<file path="src/rtl/bhp_pkg.sv">
package bhp_pkg;
  localparam int CTL_W      = 8;
  localparam int GP_W       = 3;
  localparam int BIT_OBF    = 7;
  localparam int BIT_IE_OUT = 6;
  localparam int BIT_IBF    = 5;
  localparam int BIT_IE_IN  = 4;
  localparam int BIT_INTR   = 3;
  typedef enum logic {SEL_DATA = 1'b0, SEL_CTRL = 1'b1} rd_sel_e;
endpackage

</file>
<file path="src/rtl/bhp_sync.sv">
module bhp_sync #(
  parameter int WIDTH = 1,
  parameter int STAGES = 2,
  parameter logic [WIDTH-1:0] RST_VAL = '0
) (
  input  logic             clk,
  input  logic             rst,
  input  logic [WIDTH-1:0] d,
  output logic [WIDTH-1:0] q
);
  logic [WIDTH-1:0] st [STAGES];

  generate
    for (genvar i = 0; i < STAGES; i++) begin : g_stage
      if (i == 0) begin : g_first
        always_ff @(posedge clk) begin
          if (rst) st[i] <= RST_VAL;
          else     st[i] <= d;
        end
      end else begin : g_next
        always_ff @(posedge clk) begin
          if (rst) st[i] <= RST_VAL;
          else     st[i] <= st[i-1];
        end
      end
    end
  endgenerate

  assign q = st[STAGES-1];
endmodule

</file>
<file path="src/rtl/bhp_out_side.sv">
module bhp_out_side #(
  parameter int DATA_W = 8
) (
  input  logic              clk,
  input  logic              rst,
  input  logic              host_wr,
  input  logic [DATA_W-1:0] host_wdata,
  input  logic              ack_s,
  output logic              obf_n,
  output logic [DATA_W-1:0] out_q
);
  logic ack_prev;
  logic ack_rise;

  assign ack_rise = ack_s & ~ack_prev;

  always_ff @(posedge clk) begin
    if (rst) ack_prev <= 1'b1;
    else     ack_prev <= ack_s;
  end

  always_ff @(posedge clk) begin
    if (rst) begin
      obf_n <= 1'b1;
      out_q <= '0;
    end else if (host_wr) begin
      out_q <= host_wdata;
      obf_n <= 1'b0;
    end else if (ack_rise) begin
      obf_n <= 1'b1;
    end
  end

  assert_write_loads_R3: assert property (@(posedge clk) disable iff (rst)
    host_wr |=> (!obf_n && out_q == $past(host_wdata)));

  assert_obf_release_R3: assert property (@(posedge clk) disable iff (rst)
    $rose(obf_n) |-> $past(ack_rise));
endmodule

</file>
<file path="src/rtl/bhp_in_side.sv">
module bhp_in_side #(
  parameter int DATA_W = 8
) (
  input  logic              clk,
  input  logic              rst,
  input  logic              stb_s,
  input  logic [DATA_W-1:0] bus_d,
  input  logic              rd_take,
  output logic              ibf,
  output logic [DATA_W-1:0] in_q
);
  logic stb_prev;
  logic stb_fall;

  assign stb_fall = ~stb_s & stb_prev;

  always_ff @(posedge clk) begin
    if (rst) stb_prev <= 1'b1;
    else     stb_prev <= stb_s;
  end

  always_ff @(posedge clk) begin
    if (rst) begin
      ibf  <= 1'b0;
      in_q <= '0;
    end else if (stb_fall) begin
      in_q <= bus_d;
      ibf  <= 1'b1;
    end else if (rd_take) begin
      ibf <= 1'b0;
    end
  end

  assert_ibf_from_strobe_R4: assert property (@(posedge clk) disable iff (rst)
    $rose(ibf) |-> $past(stb_fall));

  assert_read_clears_R5: assert property (@(posedge clk) disable iff (rst)
    (rd_take && !stb_fall) |=> !ibf);

  assert_latch_stable_R4: assert property (@(posedge clk) disable iff (rst)
    !$past(stb_fall) |-> $stable(in_q));
endmodule

</file>
<file path="src/rtl/bhp_ctrl.sv">
module bhp_ctrl
  import bhp_pkg::*;
(
  input  logic            clk,
  input  logic            rst,
  input  logic            bsr_wr,
  input  logic [2:0]      bsr_idx,
  input  logic            bsr_val,
  input  logic            stb_s,
  input  logic            ack_s,
  input  logic            obf_n,
  input  logic            ibf,
  output logic            ie_out,
  output logic            ie_in,
  output logic [GP_W-1:0] gp,
  output logic            intr
);
  logic out_req;
  logic in_req;

  always_ff @(posedge clk) begin
    if (rst) begin
      ie_out <= 1'b0;
      ie_in  <= 1'b0;
    end else if (bsr_wr) begin
      if (bsr_idx == 3'(BIT_IE_OUT)) ie_out <= bsr_val;
      if (bsr_idx == 3'(BIT_IE_IN))  ie_in  <= bsr_val;
    end
  end

  generate
    for (genvar g = 0; g < GP_W; g++) begin : g_gp
      always_ff @(posedge clk) begin
        if (rst) gp[g] <= 1'b0;
        else if (bsr_wr && bsr_idx == 3'(g)) gp[g] <= bsr_val;
      end
    end
  endgenerate

  assign out_req = ack_s & obf_n & ie_out;
  assign in_req  = stb_s & ibf & ie_in;

  always_ff @(posedge clk) begin
    if (rst) intr <= 1'b0;
    else     intr <= out_req | in_req;
  end

  assert_enable_write_R6: assert property (@(posedge clk) disable iff (rst)
    (bsr_wr && bsr_idx == 3'(BIT_IE_OUT)) |=> (ie_out == $past(bsr_val)));

  assert_intr_gated_R8: assert property (@(posedge clk) disable iff (rst)
    intr |-> $past(ie_out || ie_in));
endmodule

</file>
<file path="src/rtl/bidir_hs_port.sv">
module bidir_hs_port
  import bhp_pkg::*;
#(
  parameter int DATA_W = 8,
  parameter int SYNC_STAGES = 2
) (
  input  logic              clk,
  input  logic              rst,
  input  logic              host_wr,
  input  logic [DATA_W-1:0] host_wdata,
  input  logic              host_rd,
  input  logic              host_sel,
  output logic [DATA_W-1:0] host_rdata,
  input  logic              bsr_wr,
  input  logic [2:0]        bsr_idx,
  input  logic              bsr_val,
  input  logic [DATA_W-1:0] bus_in,
  output logic [DATA_W-1:0] bus_out,
  output logic              bus_oe,
  input  logic              stb_n,
  input  logic              ack_n,
  output logic              ibf,
  output logic              obf_n,
  output logic              intr,
  output logic [GP_W-1:0]   gp_out
);
  // Status byte layout needs DATA_W >= CTL_W.
  logic              stb_s, ack_s;
  logic [DATA_W-1:0] bus_d;
  logic [DATA_W-1:0] in_q;
  logic              ie_out, ie_in;
  logic              rd_take;
  logic [DATA_W-1:0] status;

  bhp_sync #(.WIDTH(1), .STAGES(SYNC_STAGES), .RST_VAL(1'b1)) u_stb_sync (
    .clk(clk), .rst(rst), .d(stb_n), .q(stb_s));
  bhp_sync #(.WIDTH(1), .STAGES(SYNC_STAGES), .RST_VAL(1'b1)) u_ack_sync (
    .clk(clk), .rst(rst), .d(ack_n), .q(ack_s));
  bhp_sync #(.WIDTH(DATA_W), .STAGES(SYNC_STAGES), .RST_VAL('0)) u_bus_dly (
    .clk(clk), .rst(rst), .d(bus_in), .q(bus_d));

  assign rd_take = host_rd && (rd_sel_e'(host_sel) == SEL_DATA);

  bhp_out_side #(.DATA_W(DATA_W)) u_out (
    .clk(clk), .rst(rst), .host_wr(host_wr), .host_wdata(host_wdata),
    .ack_s(ack_s), .obf_n(obf_n), .out_q(bus_out));

  bhp_in_side #(.DATA_W(DATA_W)) u_in (
    .clk(clk), .rst(rst), .stb_s(stb_s), .bus_d(bus_d), .rd_take(rd_take),
    .ibf(ibf), .in_q(in_q));

  bhp_ctrl u_ctrl (
    .clk(clk), .rst(rst), .bsr_wr(bsr_wr), .bsr_idx(bsr_idx), .bsr_val(bsr_val),
    .stb_s(stb_s), .ack_s(ack_s), .obf_n(obf_n), .ibf(ibf),
    .ie_out(ie_out), .ie_in(ie_in), .gp(gp_out), .intr(intr));

  // The drivers follow the pin directly so the bus is released at once.
  assign bus_oe = ~ack_n;

  always_comb begin
    status = '0;
    status[BIT_OBF]    = obf_n;
    status[BIT_IE_OUT] = ie_out;
    status[BIT_IBF]    = ibf;
    status[BIT_IE_IN]  = ie_in;
    status[BIT_INTR]   = intr;
    status[GP_W-1:0]   = gp_out;
  end

  always_ff @(posedge clk) begin
    if (rst)          host_rdata <= '0;
    else if (host_rd) host_rdata <= (rd_sel_e'(host_sel) == SEL_CTRL) ? status : in_q;
  end

  assert_read_data_R5: assert property (@(posedge clk) disable iff (rst)
    rd_take |=> (host_rdata == $past(in_q)));
endmodule

</file>
<file path="config.mk">
export PLATFORM = sky130hd
export DESIGN_NAME = bidir_hs_port
export DESIGN_NICKNAME = d
export VERILOG_FILES = /design/src/rtl/bhp_pkg.sv /design/src/rtl/bhp_sync.sv /design/src/rtl/bhp_out_side.sv /design/src/rtl/bhp_in_side.sv /design/src/rtl/bhp_ctrl.sv /design/src/rtl/bidir_hs_port.sv
export SDC_FILE = /design/constraint.sdc
export NUM_CORES = 1
export LEC_CHECK = 0
export ABC_AREA = 0
export CORE_ASPECT_RATIO = 0.9
export CORE_MARGIN = 2
export CORE_UTILIZATION = 50
export DETAILED_ROUTE_END_ITERATION = 10
export PLACE_DENSITY = 0.83
export SLEW_MARGIN = 25
export SYNTH_ARGS = -nofsm -noshare
export SYNTH_HDL_FRONTEND = slang
export SYNTH_SLANG_ARGS = --single-unit
</file>
<file path="constraint.sdc">
create_clock -name clk -period 1.9 [get_ports clk]
set_clock_uncertainty 0.15 [all_clocks]
set_input_delay 0.475 -clock clk [delete_from_list [all_inputs] [get_ports clk]]
set_output_delay 0.475 -clock clk [all_outputs]
set_load 0.02 [all_outputs]
</file>
==> summary.txt <==
Status
  • Outcome: finished, final reports clean

Timing
  • Worst slew margin: 0.669
  • Final worst slack: 34.8 ps
  • Hold Fails Final Rpt: 0
  • Fin crit period: 1870 ps
  • Final Max Slew Viols: 0
  • Setup violators final: 0
  • Max frequency: 536 MHz
  • Tcrit/Tclk final: 0.982
  • Worst-margin pin slew: 495 ps
  • RSZ-0062 raised after global routing: no

Logic synthesis
  • Synth Instances: 179
  • Yosys top cell area share: 0.582
  • Seq/Total Area, Yosys: 0.582
  • Cell taking the most area after synthesis: dfxtp_1
  • Mapped Area: 1860 um^2
  • Yosys reg bits: 54
  • Mapped Nets: 207
  • Count of cell types in the netlist: 19
  • Synth area leaders: dfxtp_1, mux2i_1, nor2b_1, nor2_1, a211oi_1
  • Mean Syn Cell Area: 10.4 um^2
  • YS warnings: 0

Critical path
  • Worst Setup End Kind: primary output
  • Reg2Reg Setup Slack: 630 ps
  • Crit Path Category: in -> out
  • Crit path to: bus_oe
  • CP required: 1270 ps
  • Reg2reg end: u_in.in_q[2]
  • Crit path launch type: input port
  • Setup crit start: ack_n
  • FF-to-FF path depth: 3
  • Worst flop-to-flop path startpoint: u_in.stb_prev
  • Worst EP arrival: 1240 ps
  • Crit Path Max Fanout: 2

Die
  • Die H: 61.8 um
  • # rows: 20
  • Die W: 68.3 um
  • Io pins: 51
  • Die ar.: 4220 um^2
  • Starting Density: 0.534
  • Core Box Area: 3480 um^2

CTS
  • Worst-path clk slew: 90 ps
  • H-tree depth: 2
  • CTS Buffer Depth: 2
  • CTS buffer count: 5
  • Worst-Skew Late Latency: 300 ps
  • Sink Count: 54
  • Cts hold-fix bufs: 0
  • TritonCTS clock tree: done
  • Root Buffer: clkbuf_8

Finish
  • Layout cells sized above 1: 0.111
  • Final non-filler cell total: 278
  • Seq. cell area: 1080 um^2
  • Synth-to-layout area growth: 39.2%
  • Final Core Density: 0.744
  • ANT cells: 0
  • Multi-input logic area: 698 um^2
  • # fillers: 246
  • Fin nets: 261

Global routing
  • Largest net degree at the start of global routing: 17
  • Grt ovf: 0
  • First-pass GRT wire length: 5510 um
  • Vias in the first global route: 1316
  • Total global-route track usage: 0.180
  • Initial antenna violation count: 0

Route
  • Pre-antenna DRT Iters: 4
  • DRC Markers: 0
  • Routed wire per std cell: 12.3 um
  • Avg Vias per Cell: 4.92
  • Final wirelength: 3430 um
  • Post-DRT Antenna Nets: 0
  • Vias: 1367
  • Initial DRC count: 71

Pwr
  • Net Sw Frac: 0.201
  • P_leak: 1.26 nW
  • Max rail drop VDD: 0.559 mV
  • Power Density: 907 nW/um^2
  • P_int: 1.87 mW
  • Sequential Power Share: 0.511
  • Comb pwr share: 0.104
  • Clk pwr share: 0.385
  • Switching pwr: 471 uW

Placed design
  • Port Buf Inserts: 50
  • HPWL after DPL: 2640 um
  • Placer Congestion: 0.760
  • Worst slack, placed: -279 ps
  • Placed Instances: 270

Worst hold path
  • Hold Path Class: reg -> reg
  • HP Start: u_ack_sync.st[0]

Run
  • Max-cap viol count: 0
critical path: stages:
cell	delay [ps]
clkdlybuf4s50_1	480
inv_1	40
clkdlybuf4s15_2	240
layout by cell type (no fill, tap or decap):
master	synthesis	layout
nor2_1	21	21
dfxtp_1	54	54
or2_2	6	6
nor4b_2	1	1
dlymetal6s2s_1	0	14
bufinv_16	0	2
nand3_1	2	2
and4bb_1	2	2
dlygate4sd2_1	0	5
and4bb_2	1	1
a21oi_1	11	11
inv_1	3	3
nor2b_1	17	17
nand2b_1	1	1
o21ai_0	1	1
buf_4	3	9
clkdlybuf4s15_2	0	1
a211oi_1	8	8
clkdlybuf4s50_1	0	30
clkbuf_8	0	6
nand2_1	16	16
nand4b_1	1	1
mux2i_1	21	21
o21bai_1	1	1
power groups by stage:
stage | Clock (mW) | Combinational, mW | Sequential, mW
after detailed placement | 0 | 0.252 | 1.23
after CTS | 0.924 | 0.250 | 1.20
after global routing | 0.976 | 0.265 | 1.20
after floorplan | 0 | 0.0953 | 1.25
final | 0.903 | 0.244 | 1.20
after global placement | 0 | 0.242 | 1.22
routing by layer:
layer  wire length [um]  GRT usage  vias to the layer above
met3                215     0.0559                        5
met1               1400      0.196                      617
met2               1760      0.319                       46
li1                   -          -                      699
met4                 54     0.0886                        0
met5                  0          0                        -
timing repair:
item	in CTS	in global routing
buffers inserted	0	0
resized for setup	8	14
endpoints found under the hold margin	0	0
setup endpoints to repair	6	14
sequential cells by signal, indices dropped and copies added (netlist names):
signal	cells
u_ctrl.intr	1
u_in.in_q	8
u_in.ibf	1
u_in.stb_prev	1
u_bus_dly.st	16
u_ack_sync.st	2
u_ctrl.gp	3
host_rdata	8
u_ctrl.ie_in	1
u_out.obf_n	1
u_out.out_q	8
u_out.ack_prev	1
u_stb_sync.st	2
u_ctrl.ie_out	1
how the worst min path moves through the flow:
stage | to | slack (ps) | cells past startpoint
after floorplan | u_ack_sync.st[1] | 240 | 1
final | u_ack_sync.st[1] | 260 | 1
after global placement | u_ack_sync.st[1] | 240 | 1
after CTS | u_ack_sync.st[1] | 270 | 1
after detailed placement | u_ack_sync.st[1] | 250 | 1
after global routing | u_ack_sync.st[1] | 290 | 1
final cells by class:
type,count,area share
Tap cell,44,0.0213
Inverter,3,0.00435
Timing Repair Buffer,59,0.231
Multi-Input combinational cell,110,0.270
Clock inverter,2,0.0232
Sequential cell,54,0.418
Clock buffer,6,0.0319
synthesized netlist by cell type:
cell and number:
a211oi_1 8, a21oi_1 11, and4bb_1 2, and4bb_2 1, buf_2 9, buf_4 3
dfxtp_1 54, inv_1 3, mux2i_1 21, nand2_1 16, nand2b_1 1, nand3_1 2
nand4b_1 1, nor2_1 21, nor2b_1 17, nor4b_2 1, o21ai_0 1, o21bai_1 1
or2_2 6
stage by stage:
step / cell area (um^2) / hold WS (ps) / total power [mW] / setup TNS (ps)
3_3_place_gp: 2410 / 242 / 1.47 / -256
6_report: 2590 / 265 / 2.35 / 0
5_1_grt: 2590 / 285 / 2.44 / 0
2_1_floorplan: 1860 / 239 / 1.35 / 0
4_1_cts: 2550 / 268 / 2.37 / 0
3_5_place_dp: 2410 / 247 / 1.48 / -279
cell families after synthesis:
logic type	share of synthesized area
buffers and inverters	0.0424
multiplexers	0.113
AND/OR/NAND/NOR	0.194
AO/OA/AOI/OAI	0.0687
flip-flops	0.582
No activity file was read; power rests on OpenSTA's default activity.
